**config.mk**
```make
export PLATFORM = sky130hd
export DESIGN_NAME = dotline_printer_ctrl
export DESIGN_NICKNAME = d
export VERILOG_FILES = /design/src/rtl/dlp_pkg.sv /design/src/rtl/dlp_char_class.sv /design/src/rtl/dlp_line_store.sv /design/src/rtl/dlp_print_seq.sv /design/src/rtl/dotline_printer_ctrl.sv
export SDC_FILE = /design/constraint.sdc
export NUM_CORES = 1
export LEC_CHECK = 0
export BUFFER_PORTS_ARGS = -buffer_cell sky130_fd_sc_hd__clkbuf_2
export CORE_AREA = 3 3 204 206
export CTS_BUF_LIST = sky130_fd_sc_hd__clkbuf_16
export DETAILED_ROUTE_END_ITERATION = 6
export DIE_AREA = 0 0 207 209
export PLACE_DENSITY = 0.82
export SETUP_SLACK_MARGIN = 0.2
export SLEW_MARGIN = 5
export SYNTH_ARGS = -nofsm -noshare
export SYNTH_HDL_FRONTEND = slang
export SYNTH_HIERARCHICAL = 1
export SYNTH_SLANG_ARGS = --single-unit
```
**constraint.sdc**
```tcl
create_clock -name clk -period 5.8 [get_ports clk]
set_clock_uncertainty 0.2 [all_clocks]
set_input_delay 0.58 -clock clk [delete_from_list [all_inputs] [get_ports clk]]
set_output_delay 0.58 -clock clk [all_outputs]
set_load 0.03 [all_outputs]
```
**src/rtl/dlp_pkg.sv**
```systemverilog
package dlp_pkg;
    localparam logic [7:0] ASCII_CR      = 8'h0D;
    localparam logic [7:0] PRINT_LOW     = 8'h20;
    localparam logic [7:0] PRINT_HIGH    = 8'h7E;
    localparam int         CHAR_W        = 7;

    typedef enum logic [3:0] {
        ST_IDLE,
        ST_FETCH,
        ST_ENABLE,
        ST_COLCLK,
        ST_STEP,
        ST_TEST,
        ST_CRET,
        ST_LFEED,
        ST_RIBBON
    } seq_state_t;
endpackage

```
**src/rtl/dlp_char_class.sv**
```systemverilog
module dlp_char_class
    import dlp_pkg::*;
(
    input  logic [7:0] byte_i,
    output logic       printable_o,
    output logic       line_end_o
);
    always_comb begin
        printable_o = (byte_i >= PRINT_LOW) && (byte_i <= PRINT_HIGH);
        line_end_o  = (byte_i == ASCII_CR);
    end
endmodule

```
**src/rtl/dlp_line_store.sv**
```systemverilog
module dlp_line_store #(
    parameter int DEPTH = 80,
    parameter int WIDTH = 7
) (
    input  logic             clk,
    input  logic             rst_n,
    input  logic             wr_i,
    input  logic [WIDTH-1:0] wdata_i,
    input  logic             rd_i,
    output logic [WIDTH-1:0] rdata_o,
    output logic             empty_o,
    output logic             full_o,
    output logic             last_slot_o
);
    localparam int PTR_W = (DEPTH > 1) ? $clog2(DEPTH) : 1;
    localparam int CNT_W = $clog2(DEPTH + 1);
    localparam logic [PTR_W-1:0] PTR_LAST = PTR_W'(DEPTH - 1);
    localparam logic [CNT_W-1:0] CNT_FULL = CNT_W'(DEPTH);
    localparam logic [CNT_W-1:0] CNT_LAST = CNT_W'(DEPTH - 1);

    logic [WIDTH-1:0] mem [DEPTH];
    logic [PTR_W-1:0] wr_ptr, rd_ptr;
    logic [CNT_W-1:0] count;

    function automatic logic [PTR_W-1:0] bump(input logic [PTR_W-1:0] p);
        return (p == PTR_LAST) ? '0 : p + 1'b1;
    endfunction

    always_ff @(posedge clk) begin
        if (wr_i) mem[wr_ptr] <= wdata_i;
    end

    always_ff @(posedge clk or negedge rst_n) begin
        if (!rst_n) begin
            wr_ptr <= '0;
            rd_ptr <= '0;
            count  <= '0;
        end else begin
            if (wr_i) wr_ptr <= bump(wr_ptr);
            if (rd_i) rd_ptr <= bump(rd_ptr);
            case ({wr_i, rd_i})
                2'b10:   count <= count + 1'b1;
                2'b01:   count <= count - 1'b1;
                default: count <= count;
            endcase
        end
    end

    always_comb begin
        rdata_o     = mem[rd_ptr];
        empty_o     = (count == '0);
        full_o      = (count == CNT_FULL);
        last_slot_o = (count == CNT_LAST);
    end

    a_r2_no_overflow: assert property (@(posedge clk) disable iff (!rst_n)
        wr_i |-> !full_o);
    a_r5_no_underflow: assert property (@(posedge clk) disable iff (!rst_n)
        rd_i |-> !empty_o);
endmodule

```
**src/rtl/dlp_print_seq.sv**
```systemverilog
module dlp_print_seq
    import dlp_pkg::*;
(
    input  logic              clk,
    input  logic              rst_n,
    input  logic              start_i,
    input  logic              store_empty_i,
    input  logic [CHAR_W-1:0] store_data_i,
    input  logic              gen_done_i,
    output logic              pop_o,
    output logic [CHAR_W-1:0] char_o,
    output logic              busy_o,
    output logic              oe_o,
    output logic              cclk_o,
    output logic              step_o,
    output logic              cr_o,
    output logic              lf_o,
    output logic              rib_o
);
    seq_state_t state, state_nx;
    logic [CHAR_W-1:0] char_q;

    always_comb begin
        state_nx = state;
        unique case (state)
            ST_IDLE:   if (start_i) state_nx = ST_FETCH;
            ST_FETCH:  state_nx = store_empty_i ? ST_CRET : ST_ENABLE;
            ST_ENABLE: state_nx = ST_COLCLK;
            ST_COLCLK: state_nx = ST_STEP;
            ST_STEP:   state_nx = ST_TEST;
            ST_TEST:   state_nx = gen_done_i ? ST_FETCH : ST_ENABLE;
            ST_CRET:   state_nx = ST_LFEED;
            ST_LFEED:  state_nx = ST_RIBBON;
            ST_RIBBON: state_nx = ST_IDLE;
            default:   state_nx = ST_IDLE;
        endcase
    end

    always_ff @(posedge clk or negedge rst_n) begin
        if (!rst_n) begin
            state  <= ST_IDLE;
            char_q <= '0;
        end else begin
            state <= state_nx;
            if (pop_o) char_q <= store_data_i;
        end
    end

    always_comb begin
        pop_o  = 1'b0;
        busy_o = 1'b1;
        oe_o   = 1'b0;
        cclk_o = 1'b0;
        step_o = 1'b0;
        cr_o   = 1'b0;
        lf_o   = 1'b0;
        rib_o  = 1'b0;
        unique case (state)
            ST_IDLE:   busy_o = 1'b0;
            ST_FETCH:  pop_o  = !store_empty_i;
            ST_ENABLE: oe_o   = 1'b1;
            ST_COLCLK: cclk_o = 1'b1;
            ST_STEP:   step_o = 1'b1;
            ST_TEST:   ;
            ST_CRET:   cr_o   = 1'b1;
            ST_LFEED:  lf_o   = 1'b1;
            ST_RIBBON: rib_o  = 1'b1;
            default:   busy_o = 1'b0;
        endcase
    end

    assign char_o = char_q;

    a_r3_start_busy: assert property (@(posedge clk) disable iff (!rst_n)
        start_i |=> busy_o);
    a_r6_oe_then_clk: assert property (@(posedge clk) disable iff (!rst_n)
        oe_o |=> (cclk_o && !oe_o));
    a_r6_clk_then_step: assert property (@(posedge clk) disable iff (!rst_n)
        cclk_o |=> (step_o && !cclk_o));
    a_r7_step_then_idle_cycle: assert property (@(posedge clk) disable iff (!rst_n)
        step_o |=> !(oe_o || cclk_o || step_o || pop_o));
    a_r7_not_done_repeats: assert property (@(posedge clk) disable iff (!rst_n)
        (state == ST_TEST && !gen_done_i) |=> oe_o);
    a_r5_char_steady: assert property (@(posedge clk) disable iff (!rst_n)
        (cclk_o || step_o) |-> $stable(char_o));
    a_r8_cr_then_lf: assert property (@(posedge clk) disable iff (!rst_n)
        cr_o |=> (lf_o && !cr_o));
    a_r8_lf_then_rib: assert property (@(posedge clk) disable iff (!rst_n)
        lf_o |=> (rib_o && !lf_o));
    a_r8_rib_then_idle: assert property (@(posedge clk) disable iff (!rst_n)
        rib_o |=> !busy_o);
    a_r6_single_strobe: assert property (@(posedge clk) disable iff (!rst_n)
        $onehot0({oe_o, cclk_o, step_o, cr_o, lf_o, rib_o}));
endmodule

```
**src/rtl/dotline_printer_ctrl.sv**
```systemverilog
module dotline_printer_ctrl
    import dlp_pkg::*;
#(
    parameter int LINE_CHARS = 80
) (
    input  logic              clk,
    input  logic              rst_n,
    input  logic [7:0]        in_byte,
    input  logic              in_stb,
    input  logic              gen_done,
    output logic [CHAR_W-1:0] gen_addr,
    output logic              gen_oe,
    output logic              col_clk,
    output logic              head_step,
    output logic              cr_pulse,
    output logic              lf_pulse,
    output logic              rib_pulse,
    output logic              busy
);
    logic printable, line_end;
    logic accept, store_wr, start;
    logic store_rd, store_empty, store_full, store_last;
    logic [CHAR_W-1:0] store_rdata;

    dlp_char_class u_class (
        .byte_i      (in_byte),
        .printable_o (printable),
        .line_end_o  (line_end)
    );

    always_comb begin
        accept   = in_stb && !busy;
        store_wr = accept && printable && !store_full;
        start    = accept && (line_end || (store_wr && store_last));
    end

    dlp_line_store #(
        .DEPTH (LINE_CHARS),
        .WIDTH (CHAR_W)
    ) u_store (
        .clk         (clk),
        .rst_n       (rst_n),
        .wr_i        (store_wr),
        .wdata_i     (in_byte[CHAR_W-1:0]),
        .rd_i        (store_rd),
        .rdata_o     (store_rdata),
        .empty_o     (store_empty),
        .full_o      (store_full),
        .last_slot_o (store_last)
    );

    dlp_print_seq u_seq (
        .clk           (clk),
        .rst_n         (rst_n),
        .start_i       (start),
        .store_empty_i (store_empty),
        .store_data_i  (store_rdata),
        .gen_done_i    (gen_done),
        .pop_o         (store_rd),
        .char_o        (gen_addr),
        .busy_o        (busy),
        .oe_o          (gen_oe),
        .cclk_o        (col_clk),
        .step_o        (head_step),
        .cr_o          (cr_pulse),
        .lf_o          (lf_pulse),
        .rib_o         (rib_pulse)
    );

    a_r9_busy_blocks_store: assert property (@(posedge clk) disable iff (!rst_n)
        (in_stb && busy) |=> $stable(store_empty) || store_rd);
    a_r1_idle_quiet: assert property (@(posedge clk) disable iff (!rst_n)
        !busy |-> !(gen_oe || col_clk || head_step || cr_pulse || lf_pulse || rib_pulse));
endmodule

```
==> flow_summary.yaml <==
power_and_ir_drop:
  switchingPower_w: 0.00345
  power_frac_clock: 0.296
  max-vdd-ir-drop_uv: 329
  p_comb_frac: 0.250
  power_frac_seq: 0.454
  intPower_w: 0.00813
  powerDensity_mw_per_mm2: 444
  swShare: 0.298
  power_leakage_nw: 8.31
  design_power_total_w: 0.0116
sta:
  finalMaxSlewViolations: 0
  tns_ns: 0
  finalHoldViolCount: 0
  fmax_ghz: 0.223
  post-route-period-util: 0.774
  rsz0062_at_grt: "no"
  slew_headroom: 0.169
  min_period_ns: 4.49
  worst_pin_slew_ns: 1.24
  setup_viol_count_final: 0
global_route:
  track_usage: 0.248
  use_met2: 0.387
  grt_use_met3: 0.0501
  antenna_found_initial: 1
  grt_pass1_wl_mm: 80.5
  grtUsageMet1: 0.354
  grt_max_degree: 82
  first_global_vias: 12300
  grt.busiest_layer: "met2"
  grt_overflow_total: 0
cells_and_area:
  mostFrequentLayoutCells: "560 x edfxtp_1, 134 x mux4_2, 110 x nor2_1"
  layout.nets: 1284
  layout_commonest_cell: "edfxtp_1"
  syn_to_final_growth_pct: 9.60
  drive_gt1_frac: 0.209
floorplan:
  core_area_mm2: 0.0398
  ios: 26
  start_util: 0.597
  die_height_um: 209
  core.rowCount: 73
  fp.dieArea_mm2: 0.0433
  die_w_um: 207
critical_path:
  crit_slowest_cell: "nor2_1"
  crit_chain: "clkbuf_2 -> and4_1 -> a211oi_2 -> nor3b_2 -> inv_1 -> nor2_1 -> nand3_1 -> nor2_1"
  reg2regPathDepth: 8
  path_class: "input port to register"
  r2r_start: "u_seq/state[2]$_DFFE_PN0P_"
  worstSetupStartpointType: "input port"
  critPathCapture: "u_store/mem[6][0]$_DFFE_PP_"
  r2r_end: "u_store/mem[6][0]$_DFFE_PP_"
  crit_start: "in_byte[6]"
  crit_fanout: 39
  critical_path.max_stage_delay_ns: 0.84
  worstPathRequired_ns: 5.81
  critPathArrivalTime_ns: 4.50
  end_kind: "register"
  path_common_cell: "nor2_1"
  regToRegSetupSlack_ns: 1.37
min_path:
  hp-start: "gen_done"
  min_path_type: "input port to register"
clock_tree:
  numCtsBuffers: 55
  tritoncts: "done"
  clock_sinks: 592
  insertion_delay_ns: 0.60
  cts_setup_buffers: 0
  cts_resized: 0
  cts.htree.levels: 2
  clockBufferDepth: 3
  ctsRootBufferMaster: "clkbuf_16"
  clk_pin_slew_ns: 0.06
place:
  port_buffers: 25
  dp_hpwl_mm: 31.8
  gp_congestion: 0.871
route:
  wl_per_cell_um: 29.0
  dr.pass1.iters: 6
  routed_via_density: 6.70
  drc: 0
  antenna_left: 0
  drt_iter0_markers: 1494
  vias: 12300
  routed_wl_mm: 53.2
synth:
  async_flop_share: 0.0541
  yosysSeqAreaShare: 0.741
  yosysWarnings: 6
  synth_cell_types: 61
  synth_flop_cell: "edfxtp_1"
  synth-seq-cells: 592
  syn_nets: 1251
  syn_avg_cell_area_um2: 19.3
  yosys.area.top_type_share: 0.707
  syn_area_mm2: 0.0238
  synth_cells: 1234
  synth_edf_count: 560
  synth_top_area_cell: "edfxtp_1"
  synthTopCellsByArea: "edfxtp_1 71%, mux4_2 13%, dfrtp_1 3.4%"
status:
  outcome: "finished, final reports clean"
flow_run:
  maxCapViolations: 0
[Yosys cell counts, types with 13 or more instances]
cell type  number
mux4_2        134
clkbuf_1       26
mux2_2         13
nor2b_1        27
nand2_1        33
buf_2          17
nor3_1         17
dfrtp_1        32
edfxtp_1      560
mux2i_1        37
nand3_1        25
a21oi_1        17
nor2_1        110
[registers in the layout (all words and copies together), names as in the netlist]
signal,cells
u_store/count,7
u_seq/state,4
u_store/wr_ptr,7
u_seq/char_o,7
u_store/rd_ptr,7
u_store/mem,560
[how the worst min path moves through the flow]
stage / depth (start not counted) / end
after floorplan: 0 / u_seq/char_o[0]$_DFFE_PN0P_
after global placement: 1 / u_store/count[6]$_DFFE_PN0P_
after detailed placement: 1 / u_store/count[6]$_DFFE_PN0P_
after CTS: 3 / u_seq/state[1]$_DFFE_PN0P_
after global routing: 3 / u_seq/state[1]$_DFFE_PN0P_
final: 3 / u_seq/state[1]$_DFFE_PN0P_
[per-stage QoR]
step                      std cells  hold slack (ns)  area (µm²)   util  setup slack [ns]
final                          1834           0.0742       26100  0.654              1.31
after detailed placement       1734            0.315       24300  0.611             0.896
after global placement         1734            0.303       24300  0.611              1.15
after global routing           1833           0.0736       26100  0.654              1.13
after CTS                      1833           0.0516       26100  0.654              1.40
after floorplan                1234           0.0844       23800      -              1.95
[per-layer routing]
| layer | vias up | part of all wire |
|---|---|---|
| met2 | 764 | 0.47 |
| li1 | 5085 | - |
| met3 | 143 | 0.096 |
| met4 | 0 | 0.042 |
| met5 | - | 0 |
| met1 | 6302 | 0.39 |
[worst max-delay path, delay by kind of cell]
| kind | cells | cell delay (ns) |
|---|---|---|
| buf+inv | 2 | 0.65 |
| compound gates | 1 | 0.35 |
| simple gates | 5 | 2.92 |
[final cells by class]
cell class | instances | area, µm²
repair buffers | 43 | 275
well taps | 525 | 657
inverters | 8 | 30.0
clock inverters | 41 | 288
clock buffers | 57 | 1430
fillers | 2568 | 13800
multi-input cells | 567 | 5750
diodes | 1 | 2.50
flip-flops and latches | 592 | 17600
[logic make-up after synthesis]
logic type | synth area share
AOI/OAI and AO/OA | 0.0287
xor gates and xnor gates | 0.00589
adders and majority gates | 0.00263
buffers and inverters | 0.0173
DFF | 0.741
muxes | 0.149
and+or+nand+nor | 0.0559
[power groups by stage]
stage	combinational [W]	clock (W)	sequential (W)
final	0.00290	0.00342	0.00526
after global routing	0.00306	0.00363	0.00529
after CTS	0.00288	0.00347	0.00525
after detailed placement	0.00286	0	0.00534
after global placement	0.00280	0	0.00532
after floorplan	0.00243	0	0.00498
[timing repair]
item                                    in CTS  in global routing
hold buffers                                 1                  0
endpoints found under the setup margin       0                  0
endpoints found under the hold margin       32                  0
No activity file was read; power rests on OpenSTA's default activity.
